<file path="src/rtl/rtca_pkg.sv">
package rtca_pkg;
  localparam int BYTE_W     = 8;
  localparam int NUM_FIELDS = 6;
  localparam int EN_BIT     = 7;
  localparam int FLAG_BIT   = 0;
  localparam int IE_BIT     = 3;

  typedef logic [BYTE_W-1:0] bcd_t;

  // Field order equals host index order starting at the alarm base
  typedef enum logic [2:0] {
    FLD_SEC  = 3'd0,
    FLD_MIN  = 3'd1,
    FLD_HOUR = 3'd2,
    FLD_WDAY = 3'd3,
    FLD_DAY  = 3'd4,
    FLD_MON  = 3'd5
  } field_e;

  // One field agrees when its enable is clear or its target equals the counter
  function automatic logic field_agrees(input bcd_t alarm_b, input bcd_t cnt_b);
    logic [BYTE_W-1:0] target;
    target = {1'b0, alarm_b[EN_BIT-1:0]};
    return !alarm_b[EN_BIT] || (target == cnt_b);
  endfunction
endpackage

</file>
<file path="src/rtl/rtca_alarm_regs.sv">
module rtca_alarm_regs
  import rtca_pkg::*;
#(
  parameter int ADDR_W   = 4,
  parameter int BASE_IDX = 8
) (
  input  logic              clk,
  input  logic              rst_n,
  input  logic              we,
  input  logic [ADDR_W-1:0] idx,
  input  bcd_t              wdata,
  output bcd_t              alarm_q [NUM_FIELDS],
  output logic              any_en
);
  logic [NUM_FIELDS-1:0] en_vec;

  for (genvar g = 0; g < NUM_FIELDS; g++) begin : g_fld
    localparam logic [ADDR_W-1:0] MY_IDX = ADDR_W'(BASE_IDX + g);
    always_ff @(posedge clk) begin
      if (!rst_n) begin
        alarm_q[g] <= '0;
      end else if (we && (idx == MY_IDX)) begin
        alarm_q[g] <= wdata;
      end
    end
    assign en_vec[g] = alarm_q[g][EN_BIT];
  end

  assign any_en = |en_vec;
endmodule

</file>
<file path="src/rtl/rtca_match.sv">
module rtca_match
  import rtca_pkg::*;
(
  input  logic clk,
  input  logic rst_n,
  input  logic tick,
  input  bcd_t alarm_q [NUM_FIELDS],
  input  bcd_t cnt     [NUM_FIELDS],
  input  logic any_en,
  output logic hit_now,
  output logic fire
);
  logic [NUM_FIELDS-1:0] agree;
  logic                  prev_hit;

  for (genvar g = 0; g < NUM_FIELDS; g++) begin : g_cmp
    assign agree[g] = field_agrees(alarm_q[g], cnt[g]);
  end

  assign hit_now = any_en && (&agree);
  assign fire    = tick && hit_now && !prev_hit;

  // Hit state remembered from the last tick only
  always_ff @(posedge clk) begin
    if (!rst_n) begin
      prev_hit <= 1'b0;
    end else if (tick) begin
      prev_hit <= hit_now;
    end
  end
endmodule

</file>
<file path="src/rtl/rtca_flag_ctl.sv">
module rtca_flag_ctl (
  input  logic clk,
  input  logic rst_n,
  input  logic fire,
  input  logic ctrl_we,
  input  logic wr_flag_bit,
  input  logic wr_ie_bit,
  output logic clr_req,
  output logic flag_q,
  output logic ie_q,
  output logic irq
);
  assign clr_req = ctrl_we && !wr_flag_bit;

  always_ff @(posedge clk) begin
    if (!rst_n) begin
      flag_q <= 1'b0;
      ie_q   <= 1'b0;
    end else begin
      if (fire) begin
        flag_q <= 1'b1;
      end else if (clr_req) begin
        flag_q <= 1'b0;
      end
      if (ctrl_we) begin
        ie_q <= wr_ie_bit;
      end
    end
  end

  assign irq = flag_q && ie_q;
endmodule

</file>
<file path="src/rtl/rtca_alarm_top.sv">
module rtca_alarm_top
  import rtca_pkg::*;
#(
  parameter int ADDR_W   = 4,
  parameter int BASE_IDX = 8,
  parameter int CTRL_IDX = BASE_IDX + NUM_FIELDS
) (
  input  logic              clk,
  input  logic              rst_n,
  input  logic              host_we,
  input  logic [ADDR_W-1:0] host_idx,
  input  logic [7:0]        host_wdata,
  input  logic              sec_tick,
  input  logic [7:0]        cnt_sec,
  input  logic [7:0]        cnt_min,
  input  logic [7:0]        cnt_hour,
  input  logic [7:0]        cnt_wday,
  input  logic [7:0]        cnt_day,
  input  logic [7:0]        cnt_mon,
  output logic              alarm_flag,
  output logic              alarm_irq
);
  localparam logic [ADDR_W-1:0] CTRL_SEL = ADDR_W'(CTRL_IDX);

  bcd_t alarm_q [NUM_FIELDS];
  bcd_t cnt_arr [NUM_FIELDS];
  logic any_en;
  logic hit_now;
  logic fire;
  logic ctrl_we;
  logic clr_req;
  logic ie_q;

  assign cnt_arr[FLD_SEC]  = cnt_sec;
  assign cnt_arr[FLD_MIN]  = cnt_min;
  assign cnt_arr[FLD_HOUR] = cnt_hour;
  assign cnt_arr[FLD_WDAY] = cnt_wday;
  assign cnt_arr[FLD_DAY]  = cnt_day;
  assign cnt_arr[FLD_MON]  = cnt_mon;

  assign ctrl_we = host_we && (host_idx == CTRL_SEL);

  rtca_alarm_regs #(.ADDR_W(ADDR_W), .BASE_IDX(BASE_IDX)) u_regs (
    .clk     (clk),
    .rst_n   (rst_n),
    .we      (host_we),
    .idx     (host_idx),
    .wdata   (host_wdata),
    .alarm_q (alarm_q),
    .any_en  (any_en)
  );

  rtca_match u_match (
    .clk     (clk),
    .rst_n   (rst_n),
    .tick    (sec_tick),
    .alarm_q (alarm_q),
    .cnt     (cnt_arr),
    .any_en  (any_en),
    .hit_now (hit_now),
    .fire    (fire)
  );

  rtca_flag_ctl u_flag (
    .clk         (clk),
    .rst_n       (rst_n),
    .fire        (fire),
    .ctrl_we     (ctrl_we),
    .wr_flag_bit (host_wdata[FLAG_BIT]),
    .wr_ie_bit   (host_wdata[IE_BIT]),
    .clr_req     (clr_req),
    .flag_q      (alarm_flag),
    .ie_q        (ie_q),
    .irq         (alarm_irq)
  );
endmodule

</file>
<file path="config.mk">
export PLATFORM = sky130hd
export DESIGN_NAME = rtca_alarm_top
export DESIGN_NICKNAME = d
export VERILOG_FILES = /design/src/rtl/rtca_pkg.sv /design/src/rtl/rtca_alarm_regs.sv /design/src/rtl/rtca_match.sv /design/src/rtl/rtca_flag_ctl.sv /design/src/rtl/rtca_alarm_top.sv
export SDC_FILE = /design/constraint.sdc
export NUM_CORES = 1
export LEC_CHECK = 0
export BUFFER_PORTS_ARGS = -buffer_cell sky130_fd_sc_hd__buf_2
export CORE_ASPECT_RATIO = 0.8
export CORE_MARGIN = 3
export CORE_UTILIZATION = 29
export CTS_CLUSTER_DIAMETER = 150
export CTS_CLUSTER_SIZE = 14
export DETAILED_ROUTE_END_ITERATION = 10
export SLEW_MARGIN = 0
export SYNTH_ARGS = -nofsm -noshare
export SYNTH_HDL_FRONTEND = slang
export SYNTH_SLANG_ARGS = --single-unit
</file>
<file path="constraint.sdc">
create_clock -name clk -period 3.4 [get_ports clk]
set_clock_uncertainty 0.2 [all_clocks]
set_input_delay 0.17 -clock clk [delete_from_list [all_inputs] [get_ports clk]]
set_output_delay 0.17 -clock clk [all_outputs]
set_load 0.01 [all_outputs]
</file>
* Yosys cells after proc, flatten, opt, wreduce, memory -nomap -nowiden
Index checks and enable logic that the tools add are counted.
Storage, ports and cells: register bits after elaboration 51, input port bits 64, output and inout port bits 2, word-level logic and storage cells 53
Cells by class: eq/ne operators 13, mux-type cells 2, reductions and logical operators 29
Operator list (count):
- == test 7 x 8 -> 1 bit | 6
- == test 4 bit (second input constant) | 7
- logical AND 1 bit | 12
- zero test 1 bit | 8
- logical OR 1 bit | 6
- AND reduction 6 bit | 1
- OR reduction 6 bit | 1
- 2-to-1 mux 1 bit | 2
- nonzero test 2 bit | 1

* Depth between registers and ports, before layout
Gate-level depths: netlist of the first run.
depth in word-level cells 7, depth in mapped cells 5

* By module
From an unflattened synthesis of the first run, not the netlist that was laid out.
Second synthesis, totals: cell total of the unflattened synthesis 254, area total of the unflattened synthesis 2462.4 um^2
Modules (own cells, without submodules):
- rtca_alarm_regs | instances 1, cells an instance 174, area an instance 1806.7 um^2, sequential area each 960.9 um^2
- rtca_match | instances 1, cells an instance 69, area an instance 556.8 um^2, sequential area each 20.0 um^2
- rtca_flag_ctl | instances 1, cells an instance 9, area an instance 88.8 um^2, sequential area each 40.0 um^2
- rtca_alarm_top | instances 1, cells an instance 2, area an instance 10.0 um^2, sequential area each 0.0 um^2

* Worst setup path before layout of the first run
No wires, ideal clock.
kind register -> register, start point reg u_regs.alarm_q[29] (netlist bit), end point reg u_flag.flag_q, library setup time 96 ps, data arrival time 1466 ps, path slack 1639 ps, cell stages (with the launch flop) 6, cells stage by stage dfxtp_1 > xor2_1 > or4_1 > o21ai_1 > nand4_1 > o41ai_2
Between the ends: word-level cells in the longest chain between the ends 7, elaborated cells between the ends (all ways) 8
RTL lines:
- from (decl) | line rtca_alarm_regs.sv:12 | output bcd_t alarm_q [NUM_FIELDS],
- from (signal, indexed assignment) | line rtca_alarm_regs.sv:23 | alarm_q[g] <= wdata;
- == test 7 x 8 -> 1 bit * | line rtca_pkg.sv:24 | return !alarm_b[EN_BIT] || (target == cnt_b);
- logical OR 1 bit * | line rtca_pkg.sv:24
- AND reduction 6 bit * | line rtca_match.sv:20 | assign hit_now = any_en && (&agree);
- logical AND 1 bit * | line rtca_match.sv:20
- logical AND 1 bit * (2 in a row) | line rtca_match.sv:21 | assign fire = tick && hit_now && !prev_hit;
- 2-to-1 mux 1 bit / nonzero test 2 bit (equally long branches)
- to (signal assigned) | line rtca_flag_ctl.sv:17 | flag_q <= 1'b0;
- to (signal assigned) | line rtca_flag_ctl.sv:21 | flag_q <= 1'b1;
- to (signal assigned) | line rtca_flag_ctl.sv:23 | flag_q <= 1'b0;
- to (decl) | line rtca_flag_ctl.sv:9 | output logic flag_q,
Every way passes the cells marked *; elsewhere a longest branch is shown, timed or not. A chain may end at the register's enable or synchronous reset.

* Worst setup path after layout of the first run
start point reg u_regs.alarm_q[22] (netlist bit), end point reg u_flag.flag_q
Same word-level chain as after synthesis.

==> impl_results.md, run 1 <==
* Mapped Area at 0.00248 mm2
* Max-slew violations at 0
* DRC violations left at 0
* Root buffer cell: clkbuf_8
* Die Span Y at between 80 and 90 um
* Outcome: finished clean
* Worst min path class: primary input to flop
* Vias in the first global route at 1702
* First-pass GRT wire length at 9030 um
* Clock Tree Buf Depth at 2
* Setup TNS at 0 ns
* Chip width at 109 um
* Crit path DAT at 1.93 ns
* Number of H-tree levels at 2
* Rel. slew slack at 0.480
* Largest fanout on the critical path at 2
* Routability cong. at 0.775
* Min-delay src: host_wdata[7]
* Sequential element share of the synthesized area at 0.412
* Worst hold path depth at 3
* R2R cell count at 5
* CTS tree: done
* Port buffer count at 65
* Min cycle time layout at 1.92 ns
* Commonest cells after routing, fill and taps aside: 65 x buf_2, 51 x dfxtp_1, 48 x mux2i_1, 48 x nor2b_1, 24 x xnor2_1
* Die area at 0.00969 mm2
* Crit path kind: flop to flop
* Clock transition at the registers of the reported paths at around 0.10 ns
* Count of final hold-check violations at 0
* Ant. Diodes at 0
* Uppermost layer routed: met4
* Core area at 0.00813 mm2
* Max VDD drop at around 0.18 mV
* Total CTS buffers at 5
* FF-to-FF Start: u_regs.alarm_q[22]$_SDFFE_PN0P_
* Total Wirelength at 6000 um
* Final setup viols at 0
* P_leak at 0.00120 uW
* Gr ovfl total at 0
* Post-DP HPWL at ~4400 um
* CP Launch Type: flop
* CP Data Required Time at between 3 and 4 ns
* Fillers at just under 900
* Power Dens Cells at 382 mW/mm2
* R2r setup slk at roughly 1.5 ns
* Final net count at 370
* WL met2 at 2470 um
* Yosys Warn Count at 0
* Tot Pwr at 1160 uW
* Share of cells above drive strength 1 at 0.255
* Vias at 1810
* Met1 wire length at slightly above 3000 um
* Max Freq at 522 MHz
* Mapped Avg Cell Area at 10.4 um2
* Pre-CTS setup slack at about 1.5 ns
* Clock latency on the worst-skew pair at 0.30 ns
* Crit Reg-Reg Endpoint: u_flag.flag_q$_SDFFE_PN0P_
* Worst setup EP type: flop
* Post-synth cell types at 25
* Vias per std cell at 4.37
* DRT iter0 DRCs at 39
* Final period util at 0.564
* Starting Density at 0.305
* Post-DRT Antenna Nets at 0
* Synth Register Bits at 51
* Area Overhead vs Synth at 22.6%
* 1st-pass router iterations at 4
* Maxcap violations at 0
* RSZ-0062 raised after global routing: false
* CTS sink cnt at 51
* Final worst slack at 1.48 ns
* Drt wl/cell at 14.5 um
* Met3 wire length at 333 um
* FP Rows at 29
* Largest net degree at the start of global routing at 53
* Mapped Nets at 303
* Most common cell after layout, fill and taps aside: buf_2
* Initial antenna violation count at 0
* Worst-margin pin slew at 0.781 ns
* IO Pins at 66
* Hold path endpoint: u_regs.alarm_q[39]$_SDFFE_PN0P_
* Gr usage total at 0.125
* Cells after Synth at about 240
critical path: stages, from the launching register on:
cell and delay [ns]:
dfxtp_1 0.33, xor2_1 0.15, or4_1 0.52, o21ai_1 0.16, nand4_1 0.15, o41ai_2 0.32
cells by family (layout without fill, tap and decap cells):
group	Yosys count	after routing	synth area share
DFF	51	51	0.412
xor gates and xnor gates	42	42	0.149
muxes	48	48	0.194
AOI/OAI and AO/OA	12	12	0.0354
and+or+nand+nor	79	79	0.199
buffers and inverters	7	74	0.0111
report_power, final:
part | switching [uW] | internal (uW)
Combinational | 61.6 | 67.9
Sequential | 5.63 | 605
Clock | 205 | 215
flip-flops by register name (all words and copies together) (netlist names):
| name | count |
|---|---|
| u_match.prev_hit | 1 |
| u_flag.flag_q | 1 |
| u_regs.alarm_q | 48 |
| u_flag.ie_q | 1 |
synthesized netlist by cell type:
cell      count  share of area
nand3_1       1         0.0020
o21ai_1       2         0.0040
and2_1        1         0.0025
clkbuf_1      6         0.0091
nor2_1        1         0.0015
dfxtp_1      51           0.41
o31ai_1       1         0.0030
xor2_1       18          0.064
nand3b_1      2         0.0061
nand4_1       7          0.018
o311ai_0      1         0.0035
or4_1         7          0.021
nand2b_1      2         0.0051
xnor2_1      24          0.085
nand2_1       4         0.0061
buf_2         1         0.0020
nor2b_1      48           0.12
o31a_1        1         0.0035
or3_1         2         0.0051
o41ai_2       1         0.0066
o21ai_2       1         0.0035
nor2_2        4          0.010
mux2i_1      48           0.19
o21ai_0       4         0.0081
a21boi_0      1         0.0030
through the flow:
step                utilization  cell area, um2  cells  hold slack [ns]
floorplan                     -            2480    239            0.115
global placement          0.358            2910    405            0.250
detailed placement        0.358            2910    405            0.273
CTS                       0.373            3040    414           0.0158
global route              0.373            3040    414           0.0175
finish                    0.373            3040    414           0.0213
how the worst max path moves through the flow:
stage          cells past startpoint                             from                    endpoint
5_1_grt                            5  u_regs.alarm_q[22]$_SDFFE_PN0P_  u_flag.flag_q$_SDFFE_PN0P_
4_1_cts                            5  u_regs.alarm_q[22]$_SDFFE_PN0P_  u_flag.flag_q$_SDFFE_PN0P_
2_1_floorplan                      5  u_regs.alarm_q[29]$_SDFFE_PN0P_  u_flag.flag_q$_SDFFE_PN0P_
6_report                           5  u_regs.alarm_q[22]$_SDFFE_PN0P_  u_flag.flag_q$_SDFFE_PN0P_
3_5_place_dp                       5  u_regs.alarm_q[22]$_SDFFE_PN0P_  u_flag.flag_q$_SDFFE_PN0P_
3_3_place_gp                       5  u_regs.alarm_q[38]$_SDFFE_PN0P_  u_flag.flag_q$_SDFFE_PN0P_
repair_timing:
action	4_1_cts	5_1_grt
hold buffers	2	0
gates resized for setup	0	0
buffers inserted	0	0
hold endpoints to repair	2	0
layer usage:
metal  vias to the layer above  GRT usage
li1                        947          -
met1                       810      0.182
met2                        43      0.179
met3                        10     0.0284
met4                         0     0.0464
met5                         -          0
layout make-up:
class,instances,area (um2),area share
multi-input combinational,181,1430,0.470
sequential,51,1020,0.336
timing repair buffer,67,345,0.114
tap,108,135,0.0445
clock buffer,5,68.8,0.0227
clock inverter,2,37.5,0.0124
No activity file was read; power rests on OpenSTA's default activity.
==> inputs of run 2 (changes only) <==
--- a/config.mk
+++ b/config.mk
@@ -5,6 +5,7 @@
 export SDC_FILE = /design/constraint.sdc
 export NUM_CORES = 1
 export LEC_CHECK = 0
+export ABC_AREA = 1
 export BUFFER_PORTS_ARGS = -buffer_cell sky130_fd_sc_hd__buf_2
 export CORE_ASPECT_RATIO = 0.8
 export CORE_MARGIN = 3
==> constraint.sdc (replaced) <==
create_clock -name clk -period 1.7 [get_ports clk]
set_clock_uncertainty 0.2 [all_clocks]
set_input_delay 0.085 -clock clk [delete_from_list [all_inputs] [get_ports clk]]
set_output_delay 0.085 -clock clk [all_outputs]
set_load 0.01 [all_outputs]
==> run 2 against run 1 <==
Net effect: hold slack improved by 0.012 ns; synthesized area rose by 7.8%; largest power group is now clock; cell area rose by 13%.
==> impl_results.md, run 2 <==
* Starting Density at 0.307 (+0.00196)
* IO Pins at 66 (unchanged)
* Top_reg_cell synth: dfxtp_1
* Total CTS buffers at 5 (unchanged)
* Max reg flops at 48 (unchanged)
* Clock latency on the worst-skew pair at 0.29 ns (about the same)
* CP peak stage delay at 0.54 ns (+0.02 ns)
* FF-to-FF Start: u_regs.alarm_q[44]$_SDFFE_PN0P_
* Max Freq at 627 MHz
* CP top delay family: buffers and inverters
* Pre-CTS setup slack at 0.196 ns (-1.29 ns)
* Cells after Synth at 418 (+75%)
* CP Launch Type: primary input
* Largest register by flop count: u_regs.alarm_q
* Fillers at 950 (+9.4%)
* Power Dens Cells at 835 mW/mm2 (+120%)
* R2r setup slk at 0.18 ns (-1.30 ns)
* P_leak at 0.00166 uW (+37%)
* Share of cells above drive strength 1 at 0.193 (-0.0617)
* FP Rows at 30 (+3.4%)
* Gr ovfl total at 0 (unchanged)
* Routability cong. at 0.820 (+5.8%)
* Max-slew violations at 0 (unchanged)
* CP Cell Sequence: dlygate4sd3_1 -> buf_2 -> nor2_1 -> nand2_1 -> o21ai_0 -> a21oi_1
* Crit path DAT at 1.56 ns (-0.37 ns)
* Async SR Flop Fraction at 0 (unchanged)
* Root buffer cell: clkbuf_16
* WP buf/inv at 2 (+2)
* Rel. slew slack at 0.721 (+0.241)
* DRC violations left at 0 (unchanged)
* Mapped Area at 0.00267 mm2 (+7.8%)
* Yosys Warn Count at 0 (unchanged)
* Synth Register Bits at 51 (unchanged)
* Max VDD drop at 0.597 mV (+240%)
* Outcome: finished clean
* Tot Pwr at 2860 uW (+150%)
* Final net count at 560 (+51%)
* Port buffer count at 65 (unchanged)
* Worst min path class: primary input to flop
* Crit Reg-Reg Endpoint: u_flag.flag_q$_SDFFE_PN0P_
* Post-DP HPWL at 5310 um (+21%)
* Commonest cells after routing, fill and taps aside: 94 x nand2_1, 88 x nor2_1, 65 x buf_2
* Final setup viols at 0 (unchanged)
* Worst hold path depth at 5 (+2)
* Post-DRT Antenna Nets at 0 (unchanged)
* R2R cell count at 10 (+5)
* 1st-pass router iterations at 4 (unchanged)
* Count of final hold-check violations at 0 (unchanged)
* Clock Tree Buf Depth at 2 (unchanged)
* Number of synthesized flops with an enable pin at 0 (unchanged)
* Mapped Nets at 482 (+59%)
* Vias in the first global route at 2386 (+40%)
* Post-synth cell types at 23 (-8.0%)
* Ant. Diodes at 0 (unchanged)
* Vias per std cell at 4.31 (-1.4%)
* DRT iter0 DRCs at 133 (+240%)
* Mapped Avg Cell Area at 6.39 um2 (-38%)
* Drt wl/cell at 11.5 um (-20%)
* Maxcap violations at 0 (unchanged)
* Min cycle time layout at 1.60 ns
* Total Wirelength at 7010 um (+17%)
* Final period util at 0.938
* Commonest cells post-synth: 94 x nand2_1, 88 x nor2_1, 60 x inv_1, 51 x dfxtp_1, 46 x o21ai_0
* CP Data Required Time at 1.66 ns (-1.76 ns)
* Min-delay src: host_idx[1]
* Vias at 2624 (+45%)
* Final non-filler cell total at 609 (+47%)
* Initial antenna violation count at 0 (unchanged)
* Clock transition at the registers of the reported paths at 0.07 ns (-0.03 ns)
* Final worst slack at 0.105 ns (-1.38 ns)
* Number of H-tree levels at 2 (unchanged)
* Most common cell after layout, fill and taps aside: nand2_1
* Worst-margin pin slew at 0.418 ns (-0.363 ns)
* Most frequent cell after synthesis: nand2_1
* Largest fanout on the critical path at 15 (+13)
* Die area at 0.0104 mm2 (+7.3%)
* Leading area contributor after synthesis: dfxtp_1
* Slowest cell on crit path: dlygate4sd3_1
* Yosys top cell area share at 0.382 (-0.0299)
* Largest net degree at the start of global routing at 50 (-5.7%)
* CTS sink cnt at 51 (unchanged)
* CP Depth at 6 (+1)
* Worst setup EP type: flop
* Die Span Y at 91.8 um (+3.6%)
* CTS tree: done
* Placed Instances at 587 (+45%)
* Hold path endpoint: u_flag.ie_q$_SDFFE_PN0P_
* Hold WS at 0.0334 ns (+0.0121 ns)
* Core area at 0.00871 mm2 (+7.1%)
* First-pass GRT wire length at 11200 um (+24%)
* Gr usage total at 0.134 (+0.00929)
* RSZ-0062 raised after global routing: true
* Setup TNS at 0 ns (unchanged)
* Sequential element share of the synthesized area at 0.382 (-0.0299)
* Area Overhead vs Synth at 28.2%
* Synth top area cells: dfxtp_1 38%, nand2_1 13%, nor2_1 12%
* Chip width at 113 um (+3.6%)
* Crit path kind: primary input to flop
[run 2: worst max-delay path by stage]
stage / start / to / slack [ns]
after floorplan: u_regs.alarm_q[35]$_SDFFE_PN0P_ / u_flag.flag_q$_SDFFE_PN0P_ / 0.43
after global placement: u_regs.alarm_q[44]$_SDFFE_PN0P_ / u_flag.flag_q$_SDFFE_PN0P_ / 0.23
after detailed placement: u_regs.alarm_q[44]$_SDFFE_PN0P_ / u_flag.flag_q$_SDFFE_PN0P_ / 0.20
after CTS: host_idx[0] / u_regs.alarm_q[43]$_SDFFE_PN0P_ / 0.05
after global routing: host_idx[0] / u_regs.alarm_q[13]$_SDFFE_PN0P_ / -0.05
final: host_idx[0] / u_regs.alarm_q[9]$_SDFFE_PN0P_ / 0.10
[run 2: cell type report]
class	count	area, um2	area share
Tap cell	112	140	0.0410
Clock buffer	6	129	0.0377
Sequential cell	51	1020	0.298
Clock inverter	2	60.1	0.0176
Timing Repair Buffer	80	475	0.139
Multi-Input combinational cell	290	1340	0.390
Inverter	68	260	0.0761
[run 2: kinds of logic after synthesis]
kind of cell	after synthesis	share of synthesized area
flip-flops	51	0.382
AND/OR/NAND/NOR	199	0.304
AO/OA/AOI/OAI	75	0.144
XOR/XNOR	16	0.0525
buffers and inverters	77	0.117
[run 2: power breakdown]
part           switching (uW)  internal (uW)  leakage, uW
Combinational             187            154      0.00115
Sequential               17.6           1220     0.000413
Clock                     433            844    0.0000911
Total                     637           2220      0.00166
[run 2: worst min-delay path, stage by stage]
cell,delay [ns]
buf_2,0.12
inv_2,0.08
nor2_2,0.06
nand3_1,0.07
a21oi_1,0.06
[run 2: repair_timing]
action,CTS,global route
setup endpoints to repair,0,19
hold buffers,10,0
gates resized for setup,0,3
hold endpoints to repair,26,0
setup buffers,0,4
[run 2: metrics by stage]
| step | area, um2 | util |
|---|---|---|
| 2_1_floorplan | 2670 | - |
| 3_3_place_gp | 3100 | 0.356 |
| 3_5_place_dp | 3100 | 0.356 |
| 4_1_cts | 3390 | 0.389 |
| 5_1_grt | 3420 | 0.393 |
| 6_report | 3420 | 0.393 |
[run 2: routing by layer]
layer / GRT usage / vias up / routed length (um)
met3: 0.0356 / 4 / 431
met2: 0.206 / 60 / 2960
met5: 0 / - / 0
met4: 0.0180 / 0 / 33
li1: - / 1426 / -
met1: 0.193 / 1134 / 3590
